`src/rtl/shr_pkg.sv`:
```
// Package: shared types and the cycle-count rule for the shift-right sequencer.
// Assumes a 16-bit address space and status bit M at position 5.
package shr_pkg;

    typedef enum logic [2:0] {
        AM_ACC  = 3'd0,
        AM_ABS  = 3'd1,
        AM_DP   = 3'd2,
        AM_ABSX = 3'd3,
        AM_DPX  = 3'd4
    } am_t;

    localparam int FLAG_C = 0;
    localparam int FLAG_Z = 1;
    localparam int FLAG_M = 5;
    localparam int FLAG_N = 7;

    // Total cycles of one instruction, counting the start cycle as cycle 1.
    function automatic int cycle_total(am_t m, logic wide, logic dp_nz);
        int n;
        case (m)
            AM_ACC:  n = 2;
            AM_ABS:  n = 6;
            AM_DP:   n = 5;
            AM_ABSX: n = 7;
            default: n = 6;
        endcase
        if (m != AM_ACC && wide)
            n = n + 2;
        if ((m == AM_DP || m == AM_DPX) && dp_nz)
            n = n + 1;
        return n;
    endfunction

endpackage

```
`src/rtl/shr_decode.sv`:
```
// Opcode decoder: maps the five accepted opcodes to an addressing form and
// an instruction length. Any other value yields legal = 0 and length 0.
module shr_decode
    import shr_pkg::*;
(
    input  logic [7:0] opcode,
    output am_t        mode,
    output logic       legal,
    output logic [1:0] len
);

    // Purpose: table lookup from opcode to form and length.
    always_comb begin
        mode  = AM_ACC;
        legal = 1'b1;
        len   = 2'd0;
        case (opcode)
            8'h4A: begin mode = AM_ACC;  len = 2'd1; end
            8'h4E: begin mode = AM_ABS;  len = 2'd3; end
            8'h46: begin mode = AM_DP;   len = 2'd2; end
            8'h5E: begin mode = AM_ABSX; len = 2'd3; end
            8'h56: begin mode = AM_DPX;  len = 2'd2; end
            default: legal = 1'b0;
        endcase
    end

endmodule

```
`src/rtl/shr_agen.sv`:
```
// Effective address generator. All sums wrap at AW bits; no bank handling.
// Assumes AW >= 16 so that {op_hi, op_lo} fits.
module shr_agen
    import shr_pkg::*;
#(
    parameter int AW = 16
) (
    input  am_t           mode,
    input  logic [7:0]    op_lo,
    input  logic [7:0]    op_hi,
    input  logic [AW-1:0] dp_reg,
    input  logic [AW-1:0] x_reg,
    output logic [AW-1:0] ea
);

    localparam int PAD = AW - 8;

    logic [AW-1:0] abs_base;
    logic [AW-1:0] dp_base;

    assign abs_base = AW'({op_hi, op_lo});
    assign dp_base  = dp_reg + {{PAD{1'b0}}, op_lo};

    // Purpose: pick base and optional X offset by form.
    always_comb begin
        case (mode)
            AM_ABS:  ea = abs_base;
            AM_ABSX: ea = abs_base + x_reg;
            AM_DP:   ea = dp_base;
            AM_DPX:  ea = dp_base + x_reg;
            default: ea = '0;
        endcase
    end

endmodule

```
`src/rtl/shr_alu.sv`:
```
// Shift unit: one-place logical right shift with zero and carry results.
// In narrow width only the low byte shifts; the high byte passes through.
module shr_alu #(
    parameter int DW = 16
) (
    input  logic [DW-1:0] opnd,
    input  logic          wide,
    output logic [DW-1:0] res,
    output logic          z,
    output logic          c
);

    localparam int HB = DW / 2;

    // Purpose: form the shifted value and its flags for the active width.
    always_comb begin
        c = opnd[0];
        if (wide) begin
            res = opnd >> 1;
            z   = (res == '0);
        end else begin
            res = {opnd[DW-1:HB], 1'b0, opnd[HB-1:1]};
            z   = (res[HB-1:0] == '0);
        end
    end

endmodule

```
`src/rtl/shr_exec.sv`:
```
// Shift-right execution sequencer. Accepts one instruction on start while
// idle, counts its cycles, drives a synchronous memory port (read data one
// cycle after the strobe) and commits accumulator and status on done.
// Assumes inputs other than mem_rdata need only be valid in the start cycle.
module shr_exec
    import shr_pkg::*;
#(
    parameter int AW = 16,
    parameter int CW = 4
) (
    input  logic          clk,
    input  logic          rst_n,
    input  logic          start,
    input  logic [7:0]    opcode,
    input  logic [7:0]    op_lo,
    input  logic [7:0]    op_hi,
    input  logic [AW-1:0] dp_reg,
    input  logic [AW-1:0] x_reg,
    input  logic [15:0]   acc_in,
    input  logic [7:0]    flags_in,
    output logic [AW-1:0] mem_addr,
    output logic          mem_rd,
    output logic          mem_wr,
    output logic [7:0]    mem_wdata,
    input  logic [7:0]    mem_rdata,
    output logic          busy,
    output logic          done,
    output logic          illegal,
    output logic [1:0]    instr_len,
    output logic [15:0]   acc_out,
    output logic [7:0]    flags_out
);

    am_t           dec_mode;
    logic          dec_legal;
    logic [1:0]    dec_len;
    logic [AW-1:0] dec_ea;
    logic          dec_wide;
    logic [CW-1:0] dec_total;
    logic          accept;

    logic          busy_q;
    logic [CW-1:0] cnt_q;
    logic [CW-1:0] total_q;
    am_t           mode_q;
    logic          wide_q;
    logic [1:0]    len_q;
    logic [AW-1:0] ea_q;
    logic [15:0]   opnd_q;
    logic [15:0]   acc_q;
    logic [7:0]    fl_q;
    logic [15:0]   acc_out_q;
    logic [7:0]    flags_out_q;

    logic [15:0]   alu_res;
    logic          alu_z;
    logic          alu_c;

    logic          is_mem;
    logic          last;
    logic [CW-1:0] rd_lo_at;
    logic          rd_lo, rd_hi, wr_lo, wr_hi, cap_lo, cap_hi;

    shr_decode u_dec (
        .opcode (opcode),
        .mode   (dec_mode),
        .legal  (dec_legal),
        .len    (dec_len)
    );

    shr_agen #(.AW(AW)) u_agen (
        .mode   (dec_mode),
        .op_lo  (op_lo),
        .op_hi  (op_hi),
        .dp_reg (dp_reg),
        .x_reg  (x_reg),
        .ea     (dec_ea)
    );

    shr_alu #(.DW(16)) u_alu (
        .opnd (opnd_q),
        .wide (wide_q),
        .res  (alu_res),
        .z    (alu_z),
        .c    (alu_c)
    );

    assign dec_wide  = ~flags_in[FLAG_M];
    assign dec_total = CW'(cycle_total(dec_mode, dec_wide, dp_reg[7:0] != 8'd0));
    assign accept    = start && !busy_q && dec_legal;

    // Purpose: bus slot decode, counted back from the last cycle.
    always_comb begin
        is_mem   = (mode_q != AM_ACC);
        last     = busy_q && (cnt_q == total_q);
        rd_lo_at = total_q - (wide_q ? CW'(4) : CW'(2));
        rd_lo    = busy_q && is_mem && (cnt_q == rd_lo_at);
        cap_lo   = busy_q && is_mem && (cnt_q == rd_lo_at + CW'(1));
        rd_hi    = busy_q && is_mem && wide_q && (cnt_q == total_q - CW'(3));
        cap_hi   = busy_q && is_mem && wide_q && (cnt_q == total_q - CW'(2));
        wr_hi    = busy_q && is_mem && wide_q && (cnt_q == total_q - CW'(1));
        wr_lo    = busy_q && is_mem && last;
    end

    // Purpose: drive the memory port from the active slot.
    always_comb begin
        mem_rd    = rd_lo || rd_hi;
        mem_wr    = wr_lo || wr_hi;
        mem_addr  = '0;
        mem_wdata = 8'd0;
        if (rd_hi || wr_hi)
            mem_addr = ea_q + AW'(1);
        else if (rd_lo || wr_lo)
            mem_addr = ea_q;
        if (wr_hi)
            mem_wdata = alu_res[15:8];
        else if (wr_lo)
            mem_wdata = alu_res[7:0];
    end

    // Purpose: sequencer state, operand capture and commit of results.
    always_ff @(posedge clk) begin
        if (!rst_n) begin
            busy_q      <= 1'b0;
            cnt_q       <= '0;
            total_q     <= '0;
            mode_q      <= AM_ACC;
            wide_q      <= 1'b0;
            len_q       <= 2'd0;
            ea_q        <= '0;
            opnd_q      <= 16'd0;
            acc_q       <= 16'd0;
            fl_q        <= 8'd0;
            acc_out_q   <= 16'd0;
            flags_out_q <= 8'd0;
        end else if (accept) begin
            busy_q  <= 1'b1;
            cnt_q   <= CW'(2);
            total_q <= dec_total;
            mode_q  <= dec_mode;
            wide_q  <= dec_wide;
            len_q   <= dec_len;
            ea_q    <= dec_ea;
            opnd_q  <= acc_in;
            acc_q   <= acc_in;
            fl_q    <= flags_in;
        end else if (busy_q) begin
            if (cap_lo)
                opnd_q[7:0] <= mem_rdata;
            if (cap_hi)
                opnd_q[15:8] <= mem_rdata;
            if (last) begin
                busy_q      <= 1'b0;
                flags_out_q <= {1'b0, fl_q[6:2], alu_z, alu_c};
                acc_out_q   <= is_mem ? acc_q : alu_res;
            end else begin
                cnt_q <= cnt_q + CW'(1);
            end
        end
    end

    assign busy      = busy_q;
    assign done      = last;
    assign illegal   = start && !busy_q && !dec_legal;
    assign instr_len = last ? len_q : 2'd0;
    assign acc_out   = acc_out_q;
    assign flags_out = flags_out_q;

endmodule

```
`config.mk`:
```
export PLATFORM = sky130hd
export DESIGN_NAME = shr_exec
export DESIGN_NICKNAME = d
export VERILOG_FILES = /design/src/rtl/shr_pkg.sv /design/src/rtl/shr_decode.sv /design/src/rtl/shr_agen.sv /design/src/rtl/shr_alu.sv /design/src/rtl/shr_exec.sv
export SDC_FILE = /design/constraint.sdc
export NUM_CORES = 1
export LEC_CHECK = 0
export BUFFER_PORTS_ARGS = -buffer_cell sky130_fd_sc_hd__buf_2
export CAP_MARGIN = 20
export CORE_MARGIN = 4
export CORE_UTILIZATION = 50
export CTS_BUF_LIST = sky130_fd_sc_hd__clkbuf_4 sky130_fd_sc_hd__clkbuf_8 sky130_fd_sc_hd__clkbuf_16
export DETAILED_ROUTE_END_ITERATION = 6
export GPL_ROUTABILITY_DRIVEN = 0
export GPL_TIMING_DRIVEN = 0
export PLACE_DENSITY_LB_ADDON = 0.12
export RECOVER_POWER = 50
export SLEW_MARGIN = 20
export SYNTH_ARGS = -nofsm -noshare
export SYNTH_HDL_FRONTEND = slang
export SYNTH_SLANG_ARGS = --single-unit
```
`constraint.sdc`:
```
create_clock -name clk -period 3.5 [get_ports clk]
set_input_delay 0.35 -clock clk [delete_from_list [all_inputs] [get_ports clk]]
set_output_delay 0.35 -clock clk [all_outputs]
set_load 0.05 [all_outputs]
```
==> results by group, run 1 <==
Run status
  – Status: finished, final reports clean

Yosys
  – Register bit count reported by yosys: 91
  – Cell count after synthesis: 827
  – Most frequent cell after synthesis: nand2_1
  – Post-synth ARST share: 0%
  – Post-synth top cells: 197 x nand2_1, 91 x dfxtp_1, 56 x a21oi_1
  – Syn_nets: 959
  – Synth top area share: 28.7%
  – Post-synthesis sequential area ratio: 28.7%
  – Synth warn: 0
  – Synth top area cells: dfxtp_1 29%, nand2_1 12%, ha_1 7.5%
  – Cell Area, Synth: 0.00635 mm²
  – Synth cell types: 69
  – Top cell type by total area after synthesis: dfxtp_1
  – Post-synth EDFFs: 0
  – Mean area per synthesized cell: 7.68 µm²
  – Top_reg_cell synth: dfxtp_1

GRT
  – Vias in the first global route: 5948
  – Global-route wire length before repair: 30400 µm
  – Overall routing resource usage: 26.1%
  – Total grt overflow: 0
  – Largest net degree at the start of global routing: 19
  – Antenna violations before repair: 0

Timing
  – Worst slew pin tran: 0.813 ns
  – Hold Violations, Final: 0
  – Post-layout min period: 3.40 ns
  – Setup violators final: 0
  – Slew Limit Fails: 0
  – Max-slew headroom: 45.6%
  – Final Skew: 0.00860 ns
  – Final Cycle Share: 97.2%
  – Final Worst Setup Slack: 0.0991 ns
  – Fmax achieved: 294 MHz

Pwr
  – VDD IR-drop max: 0.268 mV
  – Psw: 0.721 mW
  – Leakage: 3.27 nW
  – Seq pwr share: 42.6%
  – Internal: 1.72 mW
  – Clock power share: 39.2%
  – Combinational Power Share: 18.3%
  – Sw frac: 29.5%
  – Pwr dens: 315 mW/mm²
  – Overall Power: 2.45 mW

Detailed routing
  – DRC Markers: 0
  – WL met1: 9090 µm
  – Routed met3 length: 1710 µm
  – Vias: 6568
  – Router iterations before antenna repair: 5
  – DRT antenna net count: 0
  – Top sig layer: met4
  – Wire length per cell: 16.6 µm
  – Initial DRC Count: 601
  – Routed vias/inst: 5.67
  – Routed WL: 19200 µm
  – Metal2 WL: 8160 µm

Cells and area
  – Area delta synth->final: 22.2%
  – NumNets Final: 1117
  – Layout cells sized above 1: 20.8%
  – Multi-input gate area: 0.00440 mm²
  – Fillers: 1212
  – Seq. cell area: 0.00183 mm²
  – Antenna Cells: 0

Placed design
  – Post-DP HPWL: 15500 µm
  – Place WS: -0.621 ns
  – I/O Buffers: 141

CTS
  – Clk sinks: 91
  – Clk slew on worst S/H paths: 0.07 ns
  – # hold bufs at CTS: 0
  – H-tree levels: 3
  – TritonCTS clock tree: built
  – Worst skew pair latency: 0.35 ns
  – CTS Root Cell: clkbuf_16
  – Buffer depth of the longest clock path: 2
  – Num CTS Buffers: 9

Critical path
  – Critical Path RT: 3.74 ns
  – Critical path class: input pin to flip-flop
  – Critical path endpoint category: flip-flop
  – Critical Path Fanout Max: 4
  – Worst setup SP type: input pin
  – Data arrival, critical path: 3.64 ns

Floorplanning
  – Core area: 0.0122 mm²
  – Chip Height: 121 µm
  – Initial Util: 52.0%
  – Site Rows: 40
  – Die W: 121 µm
  – Top-level I/O count: 146
  – Die area: 0.0146 mm²

Job
  – Max Cap Viol: 0

Hold path
  – Hold Path Class: input pin to flip-flop
[power groups by stage]
stage          logic [mW]  clock network [mW]  registers, mW
6_report            0.447               0.958           1.04
5_1_grt             0.489                1.01           1.04
4_1_cts             0.411               0.966           1.04
3_5_place_dp        0.398                   0           1.07
3_3_place_gp        0.396                   0           1.07
2_1_floorplan       0.255                   0           1.07
[final timing paths]
check,start,endpoint,slack [ns],cells past startpoint
hold / removal,flags_in[4],fl_q[4]$_SDFFE_PN0P_,0.23,3
setup / recovery,op_lo[2],ea_q[13]$_SDFFE_PN0P_,0.1,16
hold reg to reg,len_q[1]$_SDFFE_PN0P_,len_q[1]$_SDFFE_PN0P_,0.45,2
setup reg to reg,total_q[1]$_SDFFE_PN0P_,opnd_q[4]$_SDFFE_PN0P_,0.56,10
[worst max-delay path: stages]
cell and delay [ns]:
buf_2 0.13, ha_2 0.40, nand3_1 0.18, a21oi_4 0.21, a41oi_2 0.16, nor2b_1 0.12
o21ai_0 0.09, xnor2_1 0.20, mux2_2 0.31, ha_1 0.32, nand4_1 0.12, a21oi_2 0.17
a21oi_2 0.13, and3_1 0.18, or3_1 0.37, a21o_1 0.18
[through the flow]
stage	cell area [µm²]	utilization [%]	setup TNS [ns]	hold slack, ns	cells
2_1_floorplan	6350	-	-0.109	0.415	827
3_3_place_gp	7270	59.5	-2.81	0.431	1136
3_5_place_dp	7270	59.5	-2.85	0.440	1136
4_1_cts	7670	62.8	0	0.230	1156
5_1_grt	7760	63.6	-0.164	0.244	1158
6_report	7760	63.6	0	0.234	1158
[cells by family after synthesis]
group	count (synthesis)	synth area share, %
AND/OR/NAND/NOR	330	23.6
AO/OA/AOI/OAI	232	24.7
flip-flops	91	28.7
buffers and inverters	65	4.43
XOR/XNOR	50	7.30
adder cells (fa/ha/maj)	41	8.43
multiplexers	17	2.78
other	1	0.0590
[registers in the layout, summed over array words and instances, names as in the netlist]
| signal | count |
|---|---|
| acc_out | 16 |
| acc_q | 16 |
| ea_q | 16 |
| opnd_q | 16 |
| flags_out | 7 |
| fl_q | 5 |
| cnt_q | 4 |
| total_q | 4 |
| mode_q | 3 |
| len_q | 2 |
| busy | 1 |
| wide_q | 1 |
[repair_timing]
action,CTS,global route
endpoints found under the setup margin,19,20
setup buffers,4,5
pin swaps,6,6
gates cloned,0,0
endpoints found under the hold margin,0,0
resized for setup,22,27
[cells in the final DEF (no fill, tap or decap), types with 4 or more instances in the layout]
cell,n
clkbuf_1,51
xor2_1,16
nor3_1,9
a22oi_1,5
dfxtp_1,88
ha_1,34
buf_2,111
o31ai_1,6
a31oi_1,12
or3_1,4
nand3_1,41
buf_6,4
a21o_1,5
mux2i_1,12
o211ai_1,19
xnor2_1,29
nor2b_1,7
and3_1,7
o41ai_2,4
ha_2,4
a211oi_1,5
o21ai_0,46
inv_2,4
nand2_1,197
and2_1,7
a21oi_1,46
a21boi_0,23
a22o_1,5
o211a_1,16
nand4_1,6
nor2_1,29
inv_1,20
o21a_1,4
buf_4,18
clkbuf_16,9
mux2_2,5
nor4_1,4
a21oi_2,7
[layer usage]
metal  vias to the layer above  GRT usage [%]
li1                       3259              -
met2                       245           37.9
met1                      3041           39.1
met4                         0           5.95
met5                         -              0
met3                        23           5.89
[area by class of cell]
cell class	instances	share of cell area (%)
inverter	25	1.21
buffer	37	2.24
multi-input combinational	671	56.6
sequential	91	23.6
tap	168	2.71
timing repair buffer	150	9.86
clock buffer	9	2.90
clock inverter	7	0.886
Power figures use the tool's default switching activity.
==> run 2, diff against run 1 <==
- CORE_ASPECT_RATIO: default -> 1.2
==> results by group, run 2 (same netlist as run 1, synthesis figures left out) <==
Floorplanning
  – Die W: 111 µm
  – Die area: 0.0146 mm²
  – Top-level I/O count: 146
  – Chip Height: 131 µm
  – Site Rows: 44
  – Core area: 0.0123 mm²
  – Initial Util: 51.8%

GRT
  – Total grt overflow: 0
  – Vias in the first global route: 6421
  – Global-route wire length before repair: 32100 µm
  – Antenna violations before repair: 0
  – Largest net degree at the start of global routing: 16
  – Overall routing resource usage: 26.9%

Timing
  – Final Cycle Share: 98.4%
  – Fmax achieved: 290 MHz
  – Slew Limit Fails: 0
  – Final Skew: 0.00582 ns
  – Setup violators final: 0
  – Worst slew pin tran: 1.08 ns
  – Post-layout min period: 3.44 ns
  – RSZ-0062 raised after global routing: yes
  – Final Worst Setup Slack: 0.0574 ns
  – Hold Violations, Final: 0
  – Max-slew headroom: 27.8%

Detailed routing
  – Router iterations before antenna repair: 5
  – Initial DRC Count: 375
  – WL met1: 7870 µm
  – DRC Markers: 0
  – DRT antenna net count: 0
  – Routed met3 length: 1160 µm
  – Routed vias/inst: 5.75
  – Wire length per cell: 17.4 µm
  – Metal2 WL: 10300 µm
  – Top sig layer: met4
  – Routed WL: 20100 µm
  – Vias: 6643

Pwr
  – Leakage: 3.32 nW
  – VDD IR-drop max: 0.249 mV
  – Overall Power: 2.52 mW
  – Pwr dens: 320 mW/mm²

Placed design
  – Placed Cells: 1129
  – Post-DP HPWL: 15800 µm
  – I/O Buffers: 141
  – Place WS: -0.877 ns
  – Placed Area: 0.00726 mm²

CTS
  – Buffer depth of the longest clock path: 2
  – Worst skew pair latency: 0.34 ns
  – Clk slew on worst S/H paths: 0.07 ns
  – TritonCTS clock tree: built
  – CTS Root Cell: clkbuf_16
  – H-tree levels: 3
  – Num CTS Buffers: 9
  – Clk sinks: 91

Critical path
  – Critical path endpoint category: output port
  – Data arrival, critical path: 3.09 ns
  – Cell-by-cell trace of the critical path: inv_2 > ha_1 > inv_1 > fa_1 > xor2_1 > or3_4 > a21oi_4 > nand2b_4 > buf_8 > nand2_1 > mux2i_2 > buf_6
  – Critical path class: flip-flop to output port
  – Critical-path top delay cell: fa_1
  – Critical Path Fanout Max: 10
  – Worst setup SP type: flip-flop
  – Worst path max stage delay: 0.45 ns
  – Critical Path RT: 3.15 ns

Cells and area
  – Finished Cell Area: 0.00788 mm²
  – Most common cell after layout, fill and taps aside: nand2_1
  – NumNets Final: 1122
  – Antenna Cells: 0
  – Layout cells sized above 1: 21.8%
  – Area delta synth->final: 24.1%
  – Most frequent cells in the layout: 197 x nand2_1, 108 x buf_2, 87 x dfxtp_1
  – Final non-filler cell total: 1156
  – Fillers: 1173
  – Final core occ: 64.2%

Run status
  – Status: finished, final reports clean

Job
  – Max Cap Viol: 0

Hold path
  – Hold Path Class: input pin to flip-flop
## run 2: repair_timing
item	CTS	global route
cloned	0	0
pin swaps	4	11
resized for setup	23	48
endpoints found under the setup margin	20	21
hold endpoints to repair	0	0
hold buffers	0	0
buffers inserted	6	8
## run 2: final cells by class
cell class / count / area [µm²] / area share (%)
Clock inverter: 7 / 92.6 / 1.17
Multi-Input combinational cell: 671 / 4440 / 56.3
Inverter: 25 / 93.8 / 1.19
Clock buffer: 9 / 225 / 2.86
Tap cell: 161 / 201 / 2.56
Buffer: 37 / 178 / 2.25
Sequential cell: 91 / 1830 / 23.2
Timing Repair Buffer: 155 / 828 / 10.5
## run 2: path summary, 6_finish.rpt
kind / endpoint / cells after the start / slack (ns) / from
worst max-delay path: mem_addr[4] / 12 / 0.06 / total_q[1]$_SDFFE_PN0P_
worst min-delay path: fl_q[4]$_SDFFE_PN0P_ / 3 / 0.24 / flags_in[4]
worst max register to register: opnd_q[9]$_SDFFE_PN0P_ / 7 / 0.57 / mode_q[2]$_SDFFE_PN0P_
worst min register to register: acc_q[5]$_SDFFE_PN0P_ / 2 / 0.46 / acc_q[5]$_SDFFE_PN0P_
## run 2: critical path, delay by kind of cell, from the launching register on
| family | cells | cell delay (ns) |
|---|---|---|
| AO/OA/AOI/OAI | 1 | 0.20 |
| XOR/XNOR | 1 | 0.19 |
| adder cells (fa/ha/maj) | 2 | 0.64 |
| buffers and inverters | 4 | 0.47 |
| flip-flops | 1 | 0.39 |
| multiplexers | 1 | 0.23 |
| AND/OR/NAND/NOR | 3 | 0.64 |
## run 2: metrics by stage
step | hold slack [ns] | setup TNS (ns)
CTS | 0.238 | -0.00706
global route | 0.260 | -0.126
floorplan | 0.415 | -0.109
finish | 0.244 | 0
global placement | 0.443 | -4.92
detailed placement | 0.447 | -5.24
## run 2: report_power, final
part | internal, mW | switching [mW] | total, mW
combinational | 0.189 | 0.250 | 0.439
sequential | 1.04 | 0.00426 | 1.04
clock | 0.624 | 0.414 | 1.04
## run 2: layer usage
metal / vias to the layer above / track usage, %
met5: - / 0
met4: 0 / 12.9
li1: 3274 / -
met1: 3083 / 30.7
met2: 235 / 49.1
met3: 51 / 3.82
==> run 3, diff against run 2 <==
- RECOVER_POWER: 50 -> 25
==> results by group, run 3 (same netlist as run 1, synthesis figures left out) <==
Pwr
  – VDD IR-drop max: 0.248 mV
  – Combinational Power Share: 17.4%
  – Sw frac: 26.6%
  – Clock power share: 41.3%
  – Internal: 1.85 mW
  – Seq pwr share: 41.3%
  – Overall Power: 2.52 mW
  – Psw: 0.671 mW
  – Leakage: 3.33 nW
  – Pwr dens: 320 mW/mm²

Cells and area
  – Most common cell after layout, fill and taps aside: nand2_1
  – Antenna Cells: 0
  – Area delta synth->final: 24.2%
  – Finished Cell Area: 0.00789 mm²
  – Most frequent cells in the layout: 197 x nand2_1, 110 x buf_2, 87 x dfxtp_1
  – Layout cells sized above 1: 22.1%
  – Final core occ: 64.3%
  – NumNets Final: 1122

Detailed routing
  – Initial DRC Count: 363
  – Router iterations before antenna repair: 7
  – DRT antenna net count: 0
  – Wire length per cell: 17.4 µm
  – Routed vias/inst: 5.72
  – DRC Markers: 6
  – Vias: 6616
  – Routed WL: 20100 µm

Hold path
  – Hold path startpoint: flags_in[4]
  – Hold Path Class: input pin to flip-flop

CTS
  – Clk sinks: 91
  – Clk slew on worst S/H paths: 0.07 ns
  – Worst skew pair latency: 0.34 ns
  – H-tree levels: 3
  – CTS Root Cell: clkbuf_16
  – Num CTS Buffers: 9
  – TritonCTS clock tree: built
  – Buffer depth of the longest clock path: 2
  – # hold bufs at CTS: 0

Run status
  – Status: finished, violations left
  – Failing checks: DRC

Critical path
  – Critical path class: flip-flop to output port
  – Data arrival, critical path: 3.09 ns
  – Worst setup SP type: flip-flop
  – Critical Path RT: 3.15 ns
  – Worst Setup SP: total_q[1]$_SDFFE_PN0P_
  – Worst r2r src: total_q[1]$_SDFFE_PN0P_
  – Critical Path Fanout Max: 10
  – Critical path endpoint category: output port

Floorplanning
  – Top-level I/O count: 146
  – Core area: 0.0123 mm²
  – Site Rows: 44
  – Initial Util: 51.8%
  – Die W: 111 µm
  – Die area: 0.0146 mm²
  – Chip Height: 131 µm

Job
  – Max Cap Viol: 0

Timing
  – Hold Violations, Final: 0
  – Slew Limit Fails: 0
  – Setup violators final: 0
  – Final Skew: 0.00730 ns
  – Final Worst Setup Slack: 0.0590 ns
  – Post-layout min period: 3.44 ns
  – RSZ-0062 raised after global routing: yes
  – Fin Setup TNS: 0 ns
  – Worst slew pin tran: 0.931 ns
  – Final Cycle Share: 98.3%
  – Fmax achieved: 291 MHz
  – Max-slew headroom: 37.7%

GRT
  – Vias in the first global route: 6421
  – Largest net degree at the start of global routing: 16
  – Total grt overflow: 0
  – Antenna violations before repair: 0
  – Global-route wire length before repair: 32100 µm
  – Overall routing resource usage: 26.9%

Placed design
  – Place WS: -0.877 ns
  – I/O Buffers: 141
  – Placed Area: 0.00726 mm²
  – Post-DP HPWL: 15800 µm
-- run 3: changes by cell type in the layout (fill, tap and decap cells not counted) --
cell	previous run	this run
buf_2	108	110
buf_1	2	4
nor3_2	0	1
nor3_1	10	9
and2_0	3	1
and2_1	7	9
clkbuf_1	51	47
-- run 3: worst max-delay path, cell delays in order (launching register included) --
cell      delay, ns
dfxtp_4        0.38
inv_2          0.06
ha_1           0.19
inv_1          0.07
fa_1           0.45
xor2_1         0.19
or3_4          0.40
a21oi_4        0.20
nand2b_4       0.17
buf_8          0.13
nand2_1        0.07
mux2i_2        0.23
buf_6          0.20
-- run 3: worst paths after layout --
kind	slack (ns)	cells after the start	end
worst max-delay path	0.06	12	mem_addr[4]
worst min-delay path	0.24	3	fl_q[4]$_SDFFE_PN0P_
worst max register to register	0.62	10	opnd_q[5]$_SDFFE_PN0P_
worst min register to register	0.46	2	acc_q[9]$_SDFFE_PN0P_
-- run 3: final cells by class --
| type | instances | area [µm²] |
|---|---|---|
| plain buffers | 37 | 180 |
| multi-input cells | 671 | 4440 |
| repair buffers | 155 | 828 |
| clock buffers | 9 | 225 |
| well taps | 161 | 201 |
| inverters | 25 | 93.8 |
| clock inverters | 7 | 92.6 |
| flip-flops and latches | 91 | 1830 |
| fillers | 1173 | 4390 |
-- run 3: metrics by stage --
| stage | instances | hold WS (ns) |
|---|---|---|
| after detailed placement | 1129 | 0.447 |
| after CTS | 1151 | 0.238 |
| after global routing | 1156 | 0.260 |
| final | 1156 | 0.242 |
| after floorplan | 827 | 0.415 |
| after global placement | 1129 | 0.443 |
-- run 3: power by group through the flow --
stage / Combinational (mW) / Clock, mW / Sequential (mW)
CTS: 0.406 / 1.05 / 1.04
detailed placement: 0.390 / 0 / 1.07
finish: 0.439 / 1.04 / 1.04
global placement: 0.388 / 0 / 1.07
global route: 0.485 / 1.09 / 1.04
floorplan: 0.255 / 0 / 1.07
-- run 3: repair_timing --
| item | 4_1_cts | 5_1_grt |
|---|---|---|
| setup buffers | 6 | 8 |
| endpoints found under the setup margin | 20 | 21 |
| gates resized for setup | 23 | 48 |
| pin swaps | 4 | 11 |
| cloned | 0 | 0 |
| endpoints found under the hold margin | 0 | 0 |
-- run 3: routing by layer --
metal / GRT usage [%] / vias to the layer above / wire length, µm
met2: 49.1 / 229 / 10300
met4: 12.9 / 0 / 720
met3: 3.82 / 47 / 1160
li1: - / 3268 / -
met1: 30.7 / 3072 / 7870
met5: 0 / - / 0
